### config.mk
export PLATFORM = sky130hd
export DESIGN_NAME = fefi_engine
export DESIGN_NICKNAME = d
export VERILOG_FILES = /design/src/rtl/fefi_engine.sv
export SDC_FILE = /design/constraint.sdc
export NUM_CORES = 1
export LEC_CHECK = 0
export BUFFER_PORTS_ARGS = -buffer_cell sky130_fd_sc_hd__buf_2
export CORE_UTILIZATION = 25
export CTS_CLUSTER_DIAMETER = 100
export DETAILED_ROUTE_END_ITERATION = 10
export PLACE_DENSITY = 0.49
export SETUP_SLACK_MARGIN = 0.05
export SLEW_MARGIN = 15
export SYNTH_ARGS = -nofsm -noshare
export SYNTH_HDL_FRONTEND = slang
export SYNTH_SLANG_ARGS = --single-unit
### constraint.sdc
create_clock -name clk -period 1.21 [get_ports clk]
set_input_delay 0 -clock clk [delete_from_list [all_inputs] [get_ports clk]]
set_output_delay 0 -clock clk [all_outputs]
set_load 0.03 [all_outputs]
### src/rtl/fefi_engine.sv
module fefi_engine #(
  parameter int RUN_LEN = 84,
  parameter int HITS    = 3
) (
  input  logic clk,
  input  logic rst,
  input  logic fiber_en,
  input  logic link_ok,
  input  logic rx_bit,
  input  logic tx_in,
  input  logic rd_stb,
  output logic tx_out,
  output logic remote_fault
);
  localparam int RW = $clog2(RUN_LEN + 2);
  localparam int HW = $clog2(HITS + 1);
  localparam int PW = $clog2(RUN_LEN + 1);
  localparam logic [RW-1:0] RUN_MAX = RW'(RUN_LEN + 1);

  logic [RW-1:0] ones;
  logic [HW-1:0] hits;
  logic [PW-1:0] pos;
  logic          sending;

  wire run_ok = ones == RW'(RUN_LEN);
  wire found  = fiber_en & ~rx_bit & run_ok & (hits == HW'(HITS - 1));
  wire frame_end = pos == PW'(RUN_LEN);

  always_ff @(posedge clk) begin
    if (rst || !fiber_en) begin
      ones <= '0;
      hits <= '0;
    end else if (rx_bit) begin
      if (ones != RUN_MAX) ones <= ones + RW'(1);
    end else begin
      ones <= '0;
      hits <= (run_ok && !found) ? hits + HW'(1) : '0;
    end
  end

  always_ff @(posedge clk) begin
    if (rst) remote_fault <= 1'b0;
    else     remote_fault <= fiber_en & (found | (remote_fault & ~rd_stb));
  end

  always_ff @(posedge clk) begin
    if (rst || !fiber_en) begin
      sending <= 1'b0;
      pos     <= '0;
    end else if (sending && !frame_end) begin
      pos <= pos + PW'(1);
    end else begin
      sending <= ~link_ok;
      pos     <= '0;
    end
  end

  assign tx_out = (sending && fiber_en) ? !frame_end : tx_in;

  a_r7_no_status_off_mode: assert property (@(posedge clk) disable iff (rst)
    !fiber_en |=> !remote_fault);
  a_r5_read_clears: assert property (@(posedge clk) disable iff (rst)
    rd_stb && !found |=> !remote_fault);
  a_r2_set_needs_zero: assert property (@(posedge clk) disable iff (rst)
    !remote_fault && rx_bit |=> !remote_fault);
  a_r8_start_on_loss: assert property (@(posedge clk) disable iff (rst)
    fiber_en && !link_ok && !sending |=> sending);
  a_r9_frame_completes: assert property (@(posedge clk) disable iff (rst)
    fiber_en && sending && !frame_end |=> sending || !fiber_en || rst);
  a_r3_no_overflow: assert property (@(posedge clk) disable iff (rst)
    ones <= RUN_MAX);
endmodule

==> Word-level counts from Yosys, hierarchy flattened <==
Cells that the tools add are included.
{ "totals": {"register_bits": 18, "output_inout_bits": 2} }
{ "op_classes": {"addsub": 3, "n_eq_ne": 4, "n_mux": 2, "n_bitwise": 10, "reduce_logical": 9} }
{ "ops": {"columns": ["op", "n"], "rows": [
  ["adder 7 x 1 -> 7 bit (second input constant)", 2],
  ["== test 7 bit (second input constant)", 2],
  ["inequality test 7 bit (second input constant)", 1],
  ["AND 1 bit", 5],
  ["NOT 1 bit", 4],
  ["OR reduction 2 bit", 2],
  ["logical AND 1 bit", 3],
  ["logical NOT 1 bit", 3],
  ["adder 2 x 1 -> 2 bit (second input constant)", 1],
  ["== test 2 bit (second input constant)", 1],
  ["two-way mux 2 bit", 1],
  ["logical OR 1 bit", 1],
  ["two-way mux 1 bit", 1],
  ["OR 1 bit", 1]
]} }

==> Depth between registers and ports, before layout <==
Gate-level depths: netlist of the first run.
{ "logic_depth": {"depth_word": 7, "ltp_mapped": 5, "mapped_depth_nobuf": 5} }

==> Worst setup path after synthesis of the first run <==
Ideal clock, no wire load.
{ "synth_timing": {"path_type": "register to output", "startpoint": "register pos[0]", "endpoint": "output port tx_out", "t_arrival_ps": 1292, "required_time_ps": 1210, "setup_slack_ps": -82, "path_stages_with_launch": 6, "path_cell_list": "dfxtp_1 > inv_1 > ha_1 > nand4b_1 > nor2_1 > a31oi_1"} }
{ "synth_between": {"elab_chain_cells": 3} }
{ "synth_rtl": {"columns": ["item", "line", "rtl"], "rows": [
  ["from (decl)", "22", "logic [PW-1:0] pos;"],
  ["from (signal assigned)", "51", "pos <= pos + PW'(1);"],
  ["== test 7 bit", "27", "wire frame_end = pos == PW'(RUN_LEN);"],
  ["logical NOT 1 bit", "58", "assign tx_out = (sending && fiber_en) ? !frame_end : tx_in;"],
  ["two-way mux 1 bit", "58", null],
  ["to (decl)", "12", "output logic tx_out,"]
]} }
No other way between the ends.

==> Worst setup path after layout of the first run <==
Same ends and word-level chain as after synthesis.

==> results of run 1 <==
==> cell usage in the layout (no fill, tap or decap), drive strengths merged, types with 4 or more instances in the layout <==
master,count
a21oi,7
o21ai,5
buf,22
inv,8
nand3,7
ha,6
dfxtp,18
clkbuf,4
nor2,7
nand2,7
xor2,4
or3,6
==> power groups by stage <==
stage	clock network [mW]	logic, mW	registers, mW
floorplan	0	0.0272	0.615
global placement	0	0.0501	0.616
detailed placement	0	0.0518	0.616
CTS	0.384	0.0710	0.602
global route	0.411	0.0825	0.603
finish	0.371	0.0739	0.602
==> layout make-up <==
cell class,count,area [µm²],area share [%]
Inverter,8,35.0,2.71
Tap cell,44,55.1,4.26
Sequential cell,18,375,29.0
Timing Repair Buffer,25,181,14.0
Clock buffer,4,36.3,2.80
Multi-Input combinational cell,70,611,47.2
==> registers in the layout, indices dropped and copies added (netlist names) <==
name          cells
ones              7
pos               7
hits              2
remote_fault      1
sending           1
==> worst max-delay path by stage <==
stage,startpoint,endpoint,slack (ns),cells after the start
after floorplan,pos[0],pos[6],0.05,4
after global placement,pos[1],sending,-0.04,5
after detailed placement,pos[1],sending,-0.07,5
after CTS,pos[1],tx_out,-0.10,6
after global routing,pos[0],tx_out,-0.19,6
final,pos[0],tx_out,-0.1,6
==> per-stage QoR <==
step           hold slack (ns)  power [mW]  worst slack, ns
2_1_floorplan           0.0998       0.642           0.0507
3_3_place_gp             0.200       0.666          -0.0427
3_5_place_dp             0.207       0.668          -0.0738
4_1_cts                 0.0501        1.06           -0.102
5_1_grt                 0.0676        1.10           -0.187
6_report                0.0678        1.05          -0.0963
==> worst min-delay path: stages <==
cell	delay, ns
sky130_fd_sc_hd__buf_2	0.10
sky130_fd_sc_hd__inv_1	0.06
sky130_fd_sc_hd__o2111ai_4	0.12
sky130_fd_sc_hd__nor2_1	0.05
==> cell families after synthesis <==
family	after synthesis
flip-flops	18
adder cells (fa/ha/maj)	6
AO/OA/AOI/OAI	19
AND/OR/NAND/NOR	39
XOR/XNOR	6
buffers and inverters	8
==> layer usage <==
layer  GRT usage [%]  wire [µm]
met5               0          0
met4            6.17         15
met3            3.84         50
met2            19.5        979
met1            12.2        813
==> repair_timing <==
item / CTS / global route
setup endpoints to repair: 16 / 15
pin swaps: 13 / 4
resized for setup: 21 / 9
buffers inserted: 4 / 1
hold buffers: 3 / 0
endpoints found under the hold margin: 4 / 0
cloned: 0 / 0
==> metrics.json, run 1 <==
{
  "power.density_cell_area_mw_per_mm2": 809,
  "setup.worst_path.class": "flip-flop to output port",
  "groute.usage.overall_pct": 11.3,
  "detail_route.iter0.violations": 35,
  "most_used_flip_flop_cell_after_synthesis": "sky130_fd_sc_hd__dfxtp_1",
  "rrSetupSlack_ns": -0.08,
  "holdPathEnd": "pos[0]",
  "avgViaCountPerCell": 4.61,
  "synth_nets": 109,
  "drt-wirelength-per-cell_um": 11.0,
  "cts_tree": "yes",
  "final_cells": 169,
  "cts_sinks": 18,
  "final.period_utilization_pct": 108,
  "violations_in_the_final_reports": "setup timing",
  "irDropWorstVdd_uv": 365,
  "overflow": 0,
  "cp_max_fo": 2,
  "place.gp.congestion": 0.679,
  "synthMostInstantiatedCell": "sky130_fd_sc_hd__dfxtp_1",
  "leakage_nw": 0.422,
  "routed_wl_um": 1860,
  "path_cells": "inv_2 > ha_4 > nand4b_1 > nor2_1 > a31oi_2 > buf_6",
  "cts_buffers": 3,
  "worst_skew_pair.late_latency_ns": 0.29,
  "f_max_mhz": 766,
  "nFillCells": 313,
  "final_hold_violations": 0,
  "grt_first_pass_wirelength_um": 3050,
  "die-width_um": 60.7,
  "grt_setup_unrepaired": "true",
  "worst_setup_path_end_kind": "output port",
  "number_of_distinct_library_cell_variants_in_the_gate_level_netlist_after_synthesis": 26,
  "die_height_um": 60.7,
  "post_synth.cell_area_avg_um2": 8.98,
  "p_sw_share_pct": 22.3,
  "timing.clock.skew_ns": 0.000755,
  "worstSetupStartpointType": "flip-flop",
  "sequential_fraction_of_the_synthesis_area_pct": 41.8,
  "firstDrtPassIters": 2,
  "timing.critical_path.required_ns": 1.21,
  "synth_simple_gate_area_share_pct": 25.7,
  "cp_data_arrival_time_ns": 1.31,
  "cp_top_family": "flip-flops",
  "n_antenna_cell": 0,
  "core-area_mm2": 0.00315,
  "slew_headroom_pct": 78.4,
  "post_detailed_placement_cell_area_mm2": 0.00106,
  "cts.clk_slew.worst_paths_ns": 0.10,
  "reg2reg_depth": 6,
  "synth_area_leader_cell": "sky130_fd_sc_hd__dfxtp_1",
  "final_util_pct": 41.0,
  "worst_slack_ns": -0.0963,
  "finish.net_count": 139,
  "netlist_instances": 96,
  "cellInternalPower_uw": 813,
  "maximum_number_of_pins_on_one_net_before_global_route_repair": 11,
  "vias": 779,
  "leading_post_synthesis_cells_by_cell_area": "sky130_fd_sc_hd__dfxtp_1, sky130_fd_sc_hd__ha_1, sky130_fd_sc_hd__or3_1",
  "synth_top_area_share_pct": 41.8,
  "combinationalPowerShare_pct": 7.1,
  "synth.cells.most_frequent": "sky130_fd_sc_hd__dfxtp_1, sky130_fd_sc_hd__inv_1, sky130_fd_sc_hd__a21oi_1, sky130_fd_sc_hd__nand2_1, sky130_fd_sc_hd__nor2_1",
  "synth_compound_gate_area_share_pct": 14.2,
  "flow.area_growth_from_synthesis_pct": 50.1,
  "status": "complete, but fails checks",
  "synth_mux_area_share_pct": 0,
  "report.final.setup_viol": 9,
  "dpl.hpwl_um": 1250,
  "final.setup.tns_ns": -0.434,
  "buffering_stage_count_on_the_worst_path_with_inverters_included": 2,
  "drc_errors": 0,
  "floorplan.initialDensity_pct": 27.3,
  "die_area_mm2": 0.00369,
  "number_of_h_tree_levels": 1,
  "final_period_minus_worst_setup_slack_ns": 1.31,
  "edff_count_synth": 0,
  "num_rows": 20,
  "synthXorXnorAreaFrac_pct": 6.10,
  "synth_seq_cells": 18,
  "cts.root.buffer_cell": "sky130_fd_sc_hd__clkbuf_4",
  "hold_path.class": "input pin to flip-flop",
  "synth_top_family_by_area": "simple AND/OR/NAND/NOR gates",
  "power.switching_uw": 233,
  "worst_r2r_startpoint": "pos[1]",
  "antenna_found_initial": 0,
  "p_clk_share_pct": 35.4,
  "ys.warnings.count": 0,
  "hold_depth": 4,
  "ctsLongestPathBuffers": 2,
  "reg2reg_to": "sending",
  "antenna_left": 0,
  "critical_path.max_stage_delay_ns": 0.35,
  "power.share.sequential_pct": 57.5,
  "layout-drive-gt1-share_pct": 47.2,
  "dp_cell_count": 157,
  "finish.instance_area_mm2": 0.00129,
  "grt_pass1_vias": 727,
  "boundaryPins": 9,
  "syn-cell-area_um2": 862,
  "synth-adder-area-share_pct": 8.71,
  "synthArstFlopShare_pct": 0,
  "drv_cap": 0,
  "slowest_stage": "sky130_fd_sc_hd__dfxtp_2",
  "final_max_slew_viol_count": 0,
  "buffer_ports.inserted": 8,
  "actual_slew_at_the_worst_max_slew_pin_ns": 0.323,
  "worstHoldStart": "rst"
}
Note: power is estimated with default switching activity, not from simulation.
==> run 2: changes to the inputs <==
BUFFER_PORTS_ARGS = -buffer_cell sky130_fd_sc_hd__buf_4   (was -buffer_cell sky130_fd_sc_hd__buf_2)
CORE_UTILIZATION = 50   (was 25)
PLACE_DENSITY = 0.79   (was 0.49)
==> run 2 against run 1 <==
  * Register-to-register slack worse by 0.05 ns
  * Largest power group unchanged
  * Setup slack worse by 0.071 ns
  * Final cell count is 15% lower
  * Core utilization is 41 points higher
  * Routed wire length is 27% higher
  * Highest routed layer unchanged
  * Fmax is 5.1% lower
  * Clock skew is 0.0020 ns higher
  * First-iteration DRC count is 49% lower
  * The run ends with DRC, setup timing left
  * Critical path type unchanged
  * Hold slack better by 0.022 ns
==> metrics.json, run 2 (synthesis gave the netlist of run 1 again) <==
{
  "f_max": {"value": 726, "unit": "MHz", "change": "was 766 MHz"},
  "grt_setup_unrepaired": {"value": "true", "change": "unchanged"},
  "ctsLongestPathBuffers": {"value": 2, "change": "unchanged"},
  "boundaryPins": {"value": 9, "change": "unchanged"},
  "vias": {"value": 844, "change": "was 779"},
  "pre_cts_slack": {"value": 0.000173, "unit": "ns", "change": "was -0.0738 ns"},
  "worst_skew_pair.late_latency": {"value": 0.31, "unit": "ns", "change": "was 0.29 ns"},
  "reg_top3": {"value": "ones x7, pos x7, hits x2", "change": "unchanged"},
  "core-area": {"value": 0.00156, "unit": "mm²", "change": "was 0.00315 mm²"},
  "final_max_slew_viol_count": {"value": 0, "change": "unchanged"},
  "worstSetupStartpointType": {"value": "flip-flop", "change": "unchanged"},
  "worst_setup_path_end_kind": {"value": "output port", "change": "unchanged"},
  "final_cells": {"value": 144, "change": "was 169"},
  "status": {"value": "complete, but fails checks", "change": "unchanged"},
  "firstDrtPassIters": {"value": 7, "change": "was 2"},
  "setup.worst_path.class": {"value": "flip-flop to output port", "change": "unchanged"},
  "die_area": {"value": 0.00189, "unit": "mm²", "change": "was 0.00369 mm²"},
  "place.gp.congestion": {"value": 0.757, "change": "was 0.679"},
  "worst_slack": {"value": -0.167, "unit": "ns", "change": "was -0.0963 ns"},
  "cp_data_arrival_time": {"value": 1.38, "unit": "ns", "change": "was 1.31 ns"},
  "most-common-layout-cells": {"value": "sky130_fd_sc_hd__buf_4, sky130_fd_sc_hd__dfxtp_1, sky130_fd_sc_hd__nand2_1, sky130_fd_sc_hd__dfxtp_2", "change": "was sky130_fd_sc_hd__buf_4, sky130_fd_sc_hd__dfxtp_1, sky130_fd_sc_hd__a21oi_1, sky130_fd_sc_hd__nand2_1, sky130_fd_sc_hd__buf_2"},
  "detail_route.iter0.violations": {"value": 18, "change": "was 35"},
  "cts_sinks": {"value": 18, "change": "unchanged"},
  "num_rows": {"value": 14, "change": "was 20"},
  "drt-wirelength-per-cell": {"value": 16.4, "unit": "µm", "change": "was 11.0 µm"},
  "grt_pass1_vias": {"value": 880, "change": "was 727"},
  "most_common_cell_after_layout_fill_and_taps_aside": {"value": "sky130_fd_sc_hd__buf_4", "change": "unchanged"},
  "report.final.setup_viol": {"value": 9, "change": "unchanged"},
  "slew_headroom": {"value": 77.9, "unit": "%", "change": "was 78.4%"},
  "final_util": {"value": 82.3, "unit": "%", "change": "was 41.0%"},
  "number_of_h_tree_levels": {"value": 1, "change": "unchanged"},
  "maximum_number_of_pins_on_one_net_before_global_route_repair": {"value": 11, "change": "unchanged"},
  "cts.clk_slew.worst_paths": {"value": 0.11, "unit": "ns", "change": "was 0.10 ns"},
  "groute.usage.overall": {"value": 26.0, "unit": "%", "change": "was 11.3%"},
  "timing.critical_path.required": {"value": 1.21, "unit": "ns", "change": "about the same"},
  "drc_errors": {"value": 4, "change": "was 0"},
  "cp_max_fo": {"value": 2, "change": "unchanged"},
  "final_hold_violations": {"value": 0, "change": "unchanged"},
  "ff_latch_area": {"value": 377, "unit": "µm²", "change": "was 375 µm²"},
  "die-width": {"value": 43.5, "unit": "µm", "change": "was 60.7 µm"},
  "layout-drive-gt1-share": {"value": 48.4, "unit": "%", "change": "was 47.2%"},
  "irDropWorstVdd": {"value": 605, "unit": "µV", "change": "was 365 µV"},
  "timing.clock.skew": {"value": 0.00272, "unit": "ns", "change": "was 0.000755 ns"},
  "final_period_minus_worst_setup_slack": {"value": 1.38, "unit": "ns", "change": "was 1.31 ns"},
  "hold_path.class": {"value": "input pin to flip-flop", "change": "unchanged"},
  "grt_first_pass_wirelength": {"value": 3600, "unit": "µm", "change": "was 3050 µm"},
  "cts_tree": {"value": "yes", "change": "unchanged"},
  "flow.area_growth_from_synthesis": {"value": 48.9, "unit": "%", "change": "was 50.1%"},
  "power.density_cell_area": {"value": 844, "unit": "mW/mm²", "change": "was 809 mW/mm²"},
  "nFillCells": {"value": 85, "change": "was 313"},
  "timing.hold.ws": {"value": 0.0899, "unit": "ns", "change": "was 0.0678 ns"},
  "antenna_left": {"value": 0, "change": "unchanged"},
  "overflow": {"value": 0, "change": "unchanged"},
  "cts.root.buffer_cell": {"value": "sky130_fd_sc_hd__clkbuf_4", "change": "unchanged"},
  "violations_in_the_final_reports": {"value": "DRC, setup timing", "change": "was setup timing"},
  "leakage": {"value": 0.439, "unit": "nW", "change": "was 0.422 nW"},
  "finish.net_count": {"value": 142, "change": "was 139"},
  "drv_cap": {"value": 0, "change": "unchanged"},
  "actual_slew_at_the_worst_max_slew_pin": {"value": 0.330, "unit": "ns", "change": "was 0.323 ns"},
  "avgViaCountPerCell": {"value": 5.86, "change": "was 4.61"},
  "final.period_utilization": {"value": 114, "unit": "%", "change": "was 108%"},
  "buffer_ports.inserted": {"value": 8, "change": "unchanged"},
  "floorplan.initialDensity": {"value": 55.3, "unit": "%", "change": "was 27.3%"},
  "n_antenna_cell": {"value": 0, "change": "unchanged"},
  "dpl.hpwl": {"value": 1330, "unit": "µm", "change": "was 1250 µm"},
  "cts_buffers": {"value": 3, "change": "unchanged"},
  "dp_cell_count": {"value": 129, "change": "was 157"},
  "antenna_found_initial": {"value": 0, "change": "unchanged"},
  "die_height": {"value": 43.5, "unit": "µm", "change": "was 60.7 µm"},
  "routed_wl": {"value": 2360, "unit": "µm", "change": "was 1860 µm"},
  "multi_input_area": {"value": 591, "unit": "µm²", "change": "was 611 µm²"}
}
[run 2: changes by cell type in the layout (fill, tap and decap cells not counted), moves of 2 or more]
| cell | delta |
|---|---|
| sky130_fd_sc_hd__buf_4 | +9 |
| sky130_fd_sc_hd__o21ai_1 | +2 |
| sky130_fd_sc_hd__o21ai_0 | -2 |
| sky130_fd_sc_hd__buf_2 | -7 |
[run 2: cell type report]
type                    instances  share of cell area [%]
flip-flops and latches         18                    29.3
multi-input cells              70                    46.0
clock buffers                   4                    2.83
inverters                       8                    2.73
well taps                      16                    1.56
repair buffers                 28                    17.5
[run 2: path summary, 6_finish.rpt]
check | start | end | slack, ns | depth (start not counted)
hold / removal | rst | pos[1] | 0.09 | 5
setup / recovery | pos[1] | tx_out | -0.17 | 6
setup reg to reg | pos[1] | sending | -0.13 | 7
hold reg to reg | remote_fault | remote_fault | 0.49 | 2
[run 2: power breakdown]
part / internal (mW) / switching (mW) / total, mW / leakage [nW]
combinational: 0.0463 / 0.0398 / 0.0862 / 0.268
clock: 0.184 / 0.211 / 0.395 / 0.0210
sequential: 0.594 / 0.00804 / 0.602 / 0.150
total: 0.824 / 0.259 / 1.08 / 0.439
[run 2: timing repair]
item / in CTS / in global routing
hold buffers: 3 / 0
endpoints found under the setup margin: 15 / 16
gates resized for setup: 19 / 12
endpoints found under the hold margin: 4 / 0
pin swaps: 10 / 6
buffers inserted: 5 / 3
[run 2: metal layers]
layer | global-route usage [%] | vias up | part of all wire (%)
met1 | 27.0 | 395 | 40
met5 | 0 | - | 0
met2 | 49.1 | 33 | 52
met4 | 10.6 | 0 | 3.9
met3 | 6.67 | 11 | 4.1
li1 | - | 405 | -
[run 2: worst max-delay path, cell delays in order, from the launching register on]
cell and delay (ns):
sky130_fd_sc_hd__dfxtp_2 0.37, sky130_fd_sc_hd__inv_2 0.05, sky130_fd_sc_hd__ha_4 0.15, sky130_fd_sc_hd__nand4b_1 0.11
sky130_fd_sc_hd__nor2_1 0.07, sky130_fd_sc_hd__a31oi_2 0.18, sky130_fd_sc_hd__buf_6 0.15
[run 2: through the flow]
step	TNS (ns)	area [µm²]	power, mW
2_1_floorplan	0	901	0.642
3_3_place_gp	0	1050	0.673
3_5_place_dp	0	1050	0.676
4_1_cts	-0.701	1220	1.07
5_1_grt	-1.45	1280	1.13
6_report	-1.02	1280	1.08
==> run 3: changes to the inputs <==
CORE_UTILIZATION = 53   (was 50)
PLACE_DENSITY = 0.8   (was 0.79)
clock period = 1.7 ns   (was 1.21 ns; I/O delays follow)
==> run 3 against run 2 <==
  * The run now ends clean
  * Final cell count shrank 12%
  * Combinational power shrank 49%
  * Cell area shrank 21%
  * Die area shrank 5.4%
  * Setup slack gained 0.37 ns
  * Non-clock buffer count shrank 17
  * Hold slack lost 0.025 ns
  * Count of clock-buffer cells in the layout is the same
  * Critical endpoint unchanged
==> metrics.json, run 3 (synthesis gave the netlist of run 1 again) <==
{
  "status": {"value": "completed", "change": "was complete, but fails checks"},
  "die_height": {"value": 42.3, "unit": "µm", "change": "was 43.5 µm"},
  "number_of_h_tree_levels": {"value": 1, "change": "unchanged"},
  "irDropWorstVdd": {"value": 519, "unit": "µV", "change": "was 605 µV"},
  "post_cts_resized": {"value": 0, "change": "was 19"},
  "die-width": {"value": 42.3, "unit": "µm", "change": "was 43.5 µm"},
  "pre_cts_slack": {"value": 0.329, "unit": "ns", "change": "was 0.000173 ns"},
  "cp_max_fo": {"value": 5, "change": "was 2"},
  "drc_errors": {"value": 0, "change": "was 4"},
  "cts_tree": {"value": "yes", "change": "unchanged"},
  "final_period_minus_worst_setup_slack_ns": 1.49,
  "antenna_found_initial": {"value": 0, "change": "unchanged"},
  "cts.clk_slew.worst_paths": {"value": 0.11, "unit": "ns", "change": "about the same"},
  "finish.net_count": {"value": 125, "change": "was 142"},
  "top_usage_layer": {"value": "met2", "change": "unchanged"},
  "vias": {"value": 718, "change": "was 844"},
  "die_area": {"value": 0.00179, "unit": "mm²", "change": "was 0.00189 mm²"},
  "actual_slew_at_the_worst_max_slew_pin": {"value": 0.406, "unit": "ns", "change": "was 0.330 ns"},
  "grt_first_pass_wirelength": {"value": 2750, "unit": "µm", "change": "was 3600 µm"},
  "power.density_cell_area": {"value": 734, "unit": "mW/mm²", "change": "was 844 mW/mm²"},
  "final_max_slew_viol_count": {"value": 0, "change": "unchanged"},
  "leakage": {"value": 0.346, "unit": "nW", "change": "was 0.439 nW"},
  "grt.met1_usage": {"value": 22.5, "unit": "%", "change": "was 27.0%"},
  "maximum_number_of_pins_on_one_net_before_global_route_repair": {"value": 11, "change": "unchanged"},
  "core-area": {"value": 0.00151, "unit": "mm²", "change": "was 0.00156 mm²"},
  "worst_skew_pair.late_latency": {"value": 0.30, "unit": "ns", "change": "was 0.31 ns"},
  "dp_cell_count": {"value": 120, "change": "was 129"},
  "cts.root.buffer_cell": {"value": "sky130_fd_sc_hd__clkbuf_4", "change": "unchanged"},
  "final.period_utilization_pct": 87.9,
  "worstSetupStartpointType": {"value": "flip-flop", "change": "unchanged"},
  "final_cells": {"value": 127, "change": "was 144"},
  "layout-drive-gt1-share": {"value": 13.5, "unit": "%", "change": "was 48.4%"},
  "place.gp.congestion": {"value": 0.787, "change": "was 0.757"},
  "num_rows": {"value": 14, "change": "unchanged"},
  "n_antenna_cell": {"value": 0, "change": "unchanged"},
  "cp_data_arrival_time": {"value": 1.49, "unit": "ns", "change": "was 1.38 ns"},
  "met2_resource_use_gr": {"value": 34.8, "unit": "%", "change": "was 49.1%"},
  "drt-wirelength-per-cell": {"value": 13.0, "unit": "µm", "change": "was 16.4 µm"},
  "floorplan.initialDensity": {"value": 57.2, "unit": "%", "change": "was 55.3%"},
  "total_power": {"value": 740, "unit": "µW", "change": "was 1.08 mW"},
  "flow.area_growth_from_synthesis": {"value": 17.0, "unit": "%", "change": "was 48.9%"},
  "detail_route.iter0.violations": {"value": 18, "change": "unchanged"},
  "worst_slack": {"value": 0.206, "unit": "ns", "change": "was -0.167 ns"},
  "buffer_ports.inserted": {"value": 8, "change": "unchanged"},
  "boundaryPins": {"value": 9, "change": "unchanged"},
  "routed_wl": {"value": 1660, "unit": "µm", "change": "was 2360 µm"},
  "reg2reg_depth": {"value": 5, "change": "was 7"},
  "timing.hold.ws": {"value": 0.0652, "unit": "ns", "change": "was 0.0899 ns"},
  "grt_pass1_vias": {"value": 679, "change": "was 880"},
  "final_hold_violations": {"value": 0, "change": "unchanged"},
  "antenna_left": {"value": 0, "change": "unchanged"},
  "hold_path.class": {"value": "input pin to flip-flop", "change": "unchanged"},
  "f_max_mhz": 669,
  "timing.clock.skew": {"value": 0.00871, "unit": "ns", "change": "was 0.00272 ns"},
  "overflow": {"value": 0, "change": "unchanged"},
  "firstDrtPassIters": {"value": 4, "change": "was 7"},
  "cts_buffers": {"value": 3, "change": "unchanged"},
  "groute.usage.overall": {"value": 20.0, "unit": "%", "change": "was 26.0%"},
  "dpl.hpwl": {"value": 1190, "unit": "µm", "change": "was 1330 µm"},
  "grt_use_met3": {"value": 3.88, "unit": "%", "change": "was 6.67%"},
  "worst_setup_path_end_kind": {"value": "output port", "change": "unchanged"},
  "grt_setup_unrepaired": {"value": "false", "change": "was true"},
  "report.final.setup_viol": {"value": 0, "change": "was 9"},
  "reg_top3": {"value": "ones x7, pos x7, hits x2", "change": "unchanged"},
  "setup.worst_path.class": {"value": "flip-flop to output port", "change": "unchanged"},
  "slew_headroom": {"value": 72.9, "unit": "%", "change": "was 77.9%"},
  "final.setup.tns": {"value": 0, "unit": "ns", "change": "was -1.02 ns"},
  "timing.critical_path.required": {"value": 1.70, "unit": "ns", "change": "was 1.21 ns"},
  "drv_cap": {"value": 0, "change": "unchanged"},
  "hold_depth": {"value": 4, "change": "was 5"},
  "ctsLongestPathBuffers": {"value": 2, "change": "unchanged"},
  "most_common_cell_after_layout_fill_and_taps_aside": {"value": "sky130_fd_sc_hd__dfxtp_1", "change": "was sky130_fd_sc_hd__buf_4"},
  "avgViaCountPerCell": {"value": 5.65, "change": "was 5.86"},
  "most-common-layout-cells": {"value": "sky130_fd_sc_hd__dfxtp_1, sky130_fd_sc_hd__inv_1, sky130_fd_sc_hd__buf_4", "change": "was sky130_fd_sc_hd__buf_4, sky130_fd_sc_hd__dfxtp_1, sky130_fd_sc_hd__nand2_1, sky130_fd_sc_hd__dfxtp_2"},
  "cts_sinks": {"value": 18, "change": "unchanged"}
}
## run 3: changes by cell type in the layout (fill, tap and decap cells not counted), moves of 3 or more
cell,before,now
sky130_fd_sc_hd__dfxtp_2,7,0
sky130_fd_sc_hd__inv_2,4,0
sky130_fd_sc_hd__o21ai_0,2,5
sky130_fd_sc_hd__ha_1,0,6
sky130_fd_sc_hd__o21ai_1,3,0
sky130_fd_sc_hd__ha_4,6,0
sky130_fd_sc_hd__dfxtp_1,9,18
sky130_fd_sc_hd__inv_1,2,8
sky130_fd_sc_hd__buf_4,23,8
## run 3: area by class of cell
| type | instances | area, µm² |
|---|---|---|
| Sequential cell | 18 | 360 |
| Inverter | 8 | 30.0 |
| Timing Repair Buffer | 11 | 90.1 |
| Tap cell | 16 | 20.0 |
| Fill cell | 118 | 498 |
| Clock buffer | 4 | 36.3 |
| Multi-Input combinational cell | 70 | 472 |
## run 3: repair_timing
item	4_1_cts	5_1_grt
hold buffers	2	1
endpoints found under the hold margin	2	2
buffers inserted	0	0
## run 3: critical path: stages, from the launching register on
cell and delay (ns):
sky130_fd_sc_hd__dfxtp_1 0.41, sky130_fd_sc_hd__inv_1 0.07, sky130_fd_sc_hd__ha_1 0.20, sky130_fd_sc_hd__nand4b_1 0.13, sky130_fd_sc_hd__nor2_1 0.05, sky130_fd_sc_hd__a31oi_1 0.16, sky130_fd_sc_hd__buf_4 0.18
## run 3: worst paths after layout
path                                     end  slack [ns]         start
worst max-delay path                  tx_out        0.21        pos[0]
worst min-delay path                  pos[1]        0.07           rst
worst max register to register       sending        0.32        pos[0]
worst min register to register  remote_fault        0.48  remote_fault
## run 3: metrics by stage
step                util (%)  cell area, µm²
floorplan                  -             862
global placement        62.5             942
detailed placement      62.5             942
CTS                     66.3             998
global route            66.9            1010
finish                  66.9            1010
## run 3: power by group
| part | total, mW | internal, mW | leakage [nW] | switching [mW] |
|---|---|---|---|---|
| Combinational | 0.0440 | 0.0223 | 0.179 | 0.0218 |
| Clock | 0.268 | 0.131 | 0.0210 | 0.137 |
| Sequential | 0.428 | 0.425 | 0.145 | 0.00330 |
| Total | 0.740 | 0.578 | 0.346 | 0.163 |
## run 3: routing by layer
layer / routed length (µm) / part of all wire (%)
met3: 30 / 1.8
met4: 16 / 0.97
met2: 873 / 53
met5: 0 / 0
met1: 736 / 44
